[src/rtl/udma_crc_check.sv]
`timescale 1ns/1ps
module udma_crc_check #(
  parameter int DW = 16,
  parameter logic [DW-1:0] SEED = 16'h4ABA,
  parameter logic [DW-1:0] POLY = 16'h1021
) (
  input  logic          clk,
  input  logic          rst_n,
  input  logic          cmd_start,
  input  logic          burst_start,
  input  logic          word_valid,
  input  logic [DW-1:0] word_data,
  input  logic          term_strobe,
  input  logic [DW-1:0] host_crc,
  output logic [DW-1:0] crc_out,
  output logic          cmp_done,
  output logic          crc_err
);

  function automatic logic [DW-1:0] fold(input logic [DW-1:0] c, input logic [DW-1:0] d);
    logic [DW-1:0] r;
    r = c;
    for (int i = DW - 1; i >= 0; i--)
      r = {r[DW-2:0], 1'b0} ^ ((r[DW-1] ^ d[i]) ? POLY : '0);
    return r;
  endfunction

  logic [DW-1:0] crc_q;
  logic [DW-1:0] base;
  logic [DW-1:0] crc_d;
  logic          mismatch;

  assign base     = burst_start ? SEED : crc_q;
  assign crc_d    = word_valid ? fold(base, word_data) : base;
  assign mismatch = term_strobe && (host_crc != crc_q);
  assign crc_out  = crc_q;

  always_ff @(posedge clk or negedge rst_n) begin
    if (!rst_n) begin
      crc_q    <= SEED;
      cmp_done <= 1'b0;
      crc_err  <= 1'b0;
    end else begin
      crc_q    <= crc_d;
      cmp_done <= term_strobe;
      crc_err  <= mismatch | (crc_err & ~cmd_start);
    end
  end

  p_seed_r2: assert property (@(posedge clk) disable iff (!rst_n)
    (burst_start && !word_valid) |=> (crc_q == SEED));

  p_hold_r3: assert property (@(posedge clk) disable iff (!rst_n)
    (!burst_start && !word_valid) |=> $stable(crc_q));

  p_done_pulse_r5: assert property (@(posedge clk) disable iff (!rst_n)
    term_strobe |=> cmp_done);

  p_done_idle_r5: assert property (@(posedge clk) disable iff (!rst_n)
    !term_strobe |=> !cmp_done);

  p_err_set_r6: assert property (@(posedge clk) disable iff (!rst_n)
    (term_strobe && (host_crc != crc_out)) |=> crc_err);

  p_err_sticky_r7: assert property (@(posedge clk) disable iff (!rst_n)
    (crc_err && !cmd_start) |=> crc_err);

  p_err_clear_r7: assert property (@(posedge clk) disable iff (!rst_n)
    (cmd_start && !term_strobe) |=> !crc_err);

  p_match_keeps_r6: assert property (@(posedge clk) disable iff (!rst_n)
    (term_strobe && (host_crc == crc_out) && !crc_err && !cmd_start) |=> !crc_err);

endmodule

[config.mk]
export PLATFORM = sky130hd
export DESIGN_NAME = udma_crc_check
export DESIGN_NICKNAME = d
export VERILOG_FILES = /design/src/rtl/udma_crc_check.sv
export SDC_FILE = /design/constraint.sdc
export NUM_CORES = 1
export LEC_CHECK = 0
export BUFFER_PORTS_ARGS = -buffer_cell sky130_fd_sc_hd__buf_2
export CORE_ASPECT_RATIO = 1.4
export CORE_MARGIN = 2
export CORE_UTILIZATION = 40
export CTS_CLUSTER_DIAMETER = 60
export CTS_CLUSTER_SIZE = 20
export DETAILED_ROUTE_END_ITERATION = 7
export PLACE_DENSITY_LB_ADDON = 0.2
export SKIP_LAST_GASP = 1
export SYNTH_ARGS = -nofsm -noshare
export SYNTH_HDL_FRONTEND = slang
export SYNTH_SLANG_ARGS = --single-unit
export TNS_END_PERCENT = 20
[constraint.sdc]
create_clock -name clk -period 2.24 [get_ports clk]
set_input_delay 0.336 -clock clk [delete_from_list [all_inputs] [get_ports clk]]
set_output_delay 0.336 -clock clk [all_outputs]
set_load 0.03 [all_outputs]
Word level (Yosys, flattened, before mapping)
Index checks and enable logic that the tools add are counted.

Magnitude comparators: 0. Bitwise logic cells: 35. Equal/unequal tests: 1. Reduce and logical (&&, ||, !) cells: 1. Muxes and demuxes: 18. $add $sub $neg: 0. Divide/modulo/power cells: 0. Multipliers: 0. Shift-type cells: 0.

Operator list (count): $xor 16x13->16 (16); $mux 13 (16); $mux 16 (2); $ne 16x16->1 (1); $xor 1x1->1 (16); $and 1x1->1 (1); $logic_and 1x1->1 (1); $not 1->1 (1); $or 1x1->1 (1).

Bits in writable memories: 0. Output and inout bits: 18. Memories: 0. Bits of input ports: 38. Flip-flop bits (word level): 18. Memory bits (read-only): 0. Bits in latches: 0. Word-level logic and storage cells: 58.

Longest topological paths before layout
Word-level depth: 50. Gate-level depth with buffers: 7. Mapped depth without buffers: 6.

Worst setup path after synthesis
No wires, ideal clock.

Path type: register to register. Start: register crc_q[14] (netlist: crc_out[14]). End: register crc_q[14] (netlist: crc_out[14]). Path buffers: 1. Data required time: 2.165 ns. Arrival time: 1.996 ns. Setup slack: 0.170 ns. Period minus slack after synthesis: 2.070 ns. Cell stages (with the launch flop): 8. Setup time: 0.075 ns. Cell sequence: dfstp_2 > clkbuf_1 > xor3_1 > nor2_1 > xnor2_2 > xnor2_2 > mux2i_1 > xor2_1.

Word-level cells in the longest chain between the ends: 26.

Ends and longest elaborated chain: start, declared (RTL line 28) `logic [DW-1:0] crc_q;`; start signal, assigned (RTL line 44) `crc_q <= crc_d;`; $mux 16 * (RTL line 33) `assign base = burst_start ? SEED : crc_q;`; $xor 16x13->16 (RTL line 24) `r = {r[DW-2:0], 1'b0} ^ ((r[DW-1] ^ d[i]) ? POLY : '0);`; $xor 1x1->1 (RTL line 24); $mux 13 (RTL line 24); $xor 16x13->16 (4 in a row) (RTL line 24); $xor 1x1->1 (RTL line 24); $mux 13 (RTL line 24); $xor 16x13->16 (4 in a row) (RTL line 24); $xor 1x1->1 (RTL line 24); $mux 13 (RTL line 24); $xor 16x13->16 (4 in a row) (RTL line 24); $xor 1x1->1 (RTL line 24); $mux 13 (RTL line 24); $xor 16x13->16 (3 in a row) (RTL line 24); $mux 16 * (RTL line 34) `assign crc_d = word_valid ? fold(base, word_data) : base;`; net crc_d[14] (RTL line 30) `logic [DW-1:0] crc_d;`.

The timed path passes the listed nets; every way through them passes the cells marked *.

Final worst setup path
Start: register crc_q[11] (netlist: crc_out[11]). End: register crc_q[12] (netlist: crc_out[12]).

Word-level cells in the longest chain between the ends: 22. Elaborated cells on any way between the ends: 24. Classes of those cells: mux: 5; bitwise: 19.

Ends and longest elaborated chain (RTL line): $mux 16 * (33); $xor 16x13->16 * (4 in a row) (24); $xor 1x1->1 * (24); $mux 13 * (24); $xor 16x13->16 * (4 in a row) (24); $xor 1x1->1 / $xor 16x13->16 (equally long branches) (24); $mux 13 / $xor 16x13->16 (equally long branches) (24); $xor 16x13->16 * (8 in a row) (24); $mux 16 * (34); net crc_d[12] (30).

Marks and branches as above.

==> results.sh <==
export IMPL_numCtsBuffers=3
export IMPL_cpPeakStageDelay_ps=570
export IMPL_worstPathCellList="xor2_1 -> nor2_4 -> xnor3_1 -> xor3_1 -> mux2i_1 -> xnor2_1"
export IMPL_drt_iter0_drc=27
export IMPL_placementRows=28
export IMPL_clockBufferDepth=2
export IMPL_cp_slowest_cell="dfstp_2"
export IMPL_ys_ff_latch=18
export IMPL_slew_headroom_pct=69.67
export IMPL_viasPerCell=4.606
export IMPL_min_period_ps=1977
export IMPL_syn_inst=166
export IMPL_routed_wl_microns=3969
export IMPL_ir_drop_mv=0.4568
export IMPL_worst_slew_pin_slew_ps=454.9
export IMPL_diodes=0
export IMPL_cts_root_buffer_cell="clkbuf_8"
export IMPL_final_nets=266
export IMPL_die_y_microns=82.97
export IMPL_cts_reportedPaths_clkPinSlew_ps=70
export IMPL_grt_pass1_wl_microns=6403
export IMPL_num_io_pins=56
export IMPL_p_leak_uw=0.001041
export IMPL_cp_num_cells=6
export IMPL_antenna_found_initial=0
export IMPL_fmax_mhz=505.9
export IMPL_rsz0062_at_grt="no"
export IMPL_synth_fp_nets=204
export IMPL_synth_edff_count=0
export IMPL_syn_to_final_growth_pct=25.42
export IMPL_end_kind="flop"
export IMPL_period_share_pct=88.24
export IMPL_power_total_uw=3349
export IMPL_initial_core_util_pct=42.03
export IMPL_cts_htree_levels=1
export IMPL_n_fill_cell=403
export IMPL_firstDrtPassIters=4
export IMPL_cp_buffers_inverters=0
export IMPL_r2r_cells=6
export IMPL_finalMaxSlewViolations=0
export IMPL_arrival_ps=2160
export IMPL_critical_path_max_fanout=4
export IMPL_vias=1322
export IMPL_p_per_area_nw_per_um2=1499
export IMPL_final_common_cell="buf_2"
export IMPL_yosysUniqueCellTypes=29
export IMPL_post_cts_setup_buffer_count=0
export IMPL_clkLatencyLatePin_ps=260
export IMPL_dp_hpwl_microns=3269
export IMPL_setup_tns_final_ps=0
export IMPL_status="complete, no violations"
export IMPL_fin_cells=287
export IMPL_dp_cells=283
export IMPL_ctsResizeCount=0
export IMPL_grt_pass1_vias=1339
export IMPL_die_area_sq_um=5012
export IMPL_worstSetupStartpointType="flop"
export IMPL_cap_violations=0
export IMPL_rrSetupSlack_ps=260
export IMPL_syn_area_per_cell_sq_um=10.73
export IMPL_ys_seq_area_share_pct=25.84
export IMPL_layout_common_cells="55 x buf_2, 38 x xnor2_1, 16 x nor2_1"
export IMPL_die_width_microns=60.41
export IMPL_port_buffers=55
export IMPL_synth_main_ff_cell="dfrtp_1"
export IMPL_final_layout_size_suffix_gt1_share_pct=39.21
export IMPL_synthesis_area_sq_um=1782
export IMPL_crit_required_ps=2430
export IMPL_globalplace_congestion=0.8099
export IMPL_critical_path_top_delay_family="XOR/XNOR gates"
export IMPL_final_setup_viol_count=0
export IMPL_worstHoldPathType="in -> async"
export IMPL_drc=0
export IMPL_cts_tree="yes"
export IMPL_core_sq_um=4239
export IMPL_hold_viol_final=0
export IMPL_grt_use_total_pct=16.96
export IMPL_grt_max_degree=24
export IMPL_overflow=0
export IMPL_synth_async_reset_ratio_pct=100.0
export IMPL_hold_buffers=0
export IMPL_cts_num_sinks=18
export IMPL_yosysWarnings=0
export IMPL_clock_skew_ps=3.796
export IMPL_path_class="reg -> reg"
export IMPL_postRouteAntennaNets=0
export IMPL_wl_per_cell_microns=13.83
[cells in the mapped netlist (2+ instances only)]
cell type	count	area [sq um]
a21oi_1	4	20.02
and2_1	3	18.77
buf_2	2	10.01
clkbuf_1	4	15.01
dfrtp_1	10	250.2
dfstp_2	8	210.2
inv_1	2	7.510
mux2i_1	7	70.07
nand2_1	6	22.52
nand2b_1	5	31.28
nand4_1	4	25.02
nor2_1	16	60.06
nor2_4	3	33.78
nor2b_1	2	12.51
nor3_1	5	25.02
o21ai_0	4	20.02
or2_1	2	12.51
xnor2_1	38	332.8
xnor2_2	8	130.1
xnor3_1	11	247.7
xor2_1	13	113.9
xor3_1	2	47.55
[final timing paths]
kind | start | to
max in group asynchronous | rst_n | crc_out[9]
min in group clk | term_strobe | cmp_done
min | rst_n | cmp_done
min reg2reg | crc_err | crc_err
max | crc_out[11] | crc_out[12]
max reg2reg | crc_out[11] | crc_out[12]
[per-layer routing]
layer  track usage, %  share of wire, %  wire length, microns  up-vias
li1                 -                 -                     -      666
met1            21.88                42                  1681      611
met2            29.84                53                  2086       41
met3           0.4673               3.9                   155        4
met4            4.848               1.2                    46        0
met5                0                 0                     0        -
[worst register-to-register path, delay by kind of cell, from the launching register on]
family,cells,cell delay (ps)
AND/OR/NAND/NOR,1,90
XOR/XNOR,4,1000
flip-flops,1,570
multiplexers,1,250
[cell type report]
cell class	instances	area, sq um	share of cell area [%]
timing repair buffer	64	355.3	15.90
tap	60	75.07	3.359
clock buffer	4	55.05	2.464
inverter	2	7.507	0.3359
multi-input combinational	139	1281	57.33
sequential	18	460.4	20.60
[sequential cells by signal, summed over array words and instances (netlist names)]
name	cells
crc_err	1
crc_out	16
cmp_done	1
[power by group]
group	total (uW)	switching (uW)	internal (uW)	leakage, uW
sequential	692	165	527	0.000207
clock	273	117	156	0.0000288
combinational	2380	1200	1180	0.000805
total	3350	1480	1870	0.00104
[through the flow]
step	worst slack (ps)	utilization, %	hold WS (ps)	instance area (sq um)
floorplan	169.8	-	40.41	1782
global placement	181.5	51.42	299.3	2180
detailed placement	185.5	51.42	307.3	2180
CTS	243.8	52.72	25.55	2235
global route	113.4	52.72	38.22	2235
finish	263.4	52.72	20.13	2235
[logic make-up after synthesis]
kind of cell	share of synthesized area (%)
XOR/XNOR	49.86
AND/OR/NAND/NOR	13.97
flip-flops	25.84
AO/OA/AOI/OAI	3.512
buffers and inverters	2.247
multiplexers	4.565
Note: power is estimated with default switching activity, not from simulation.
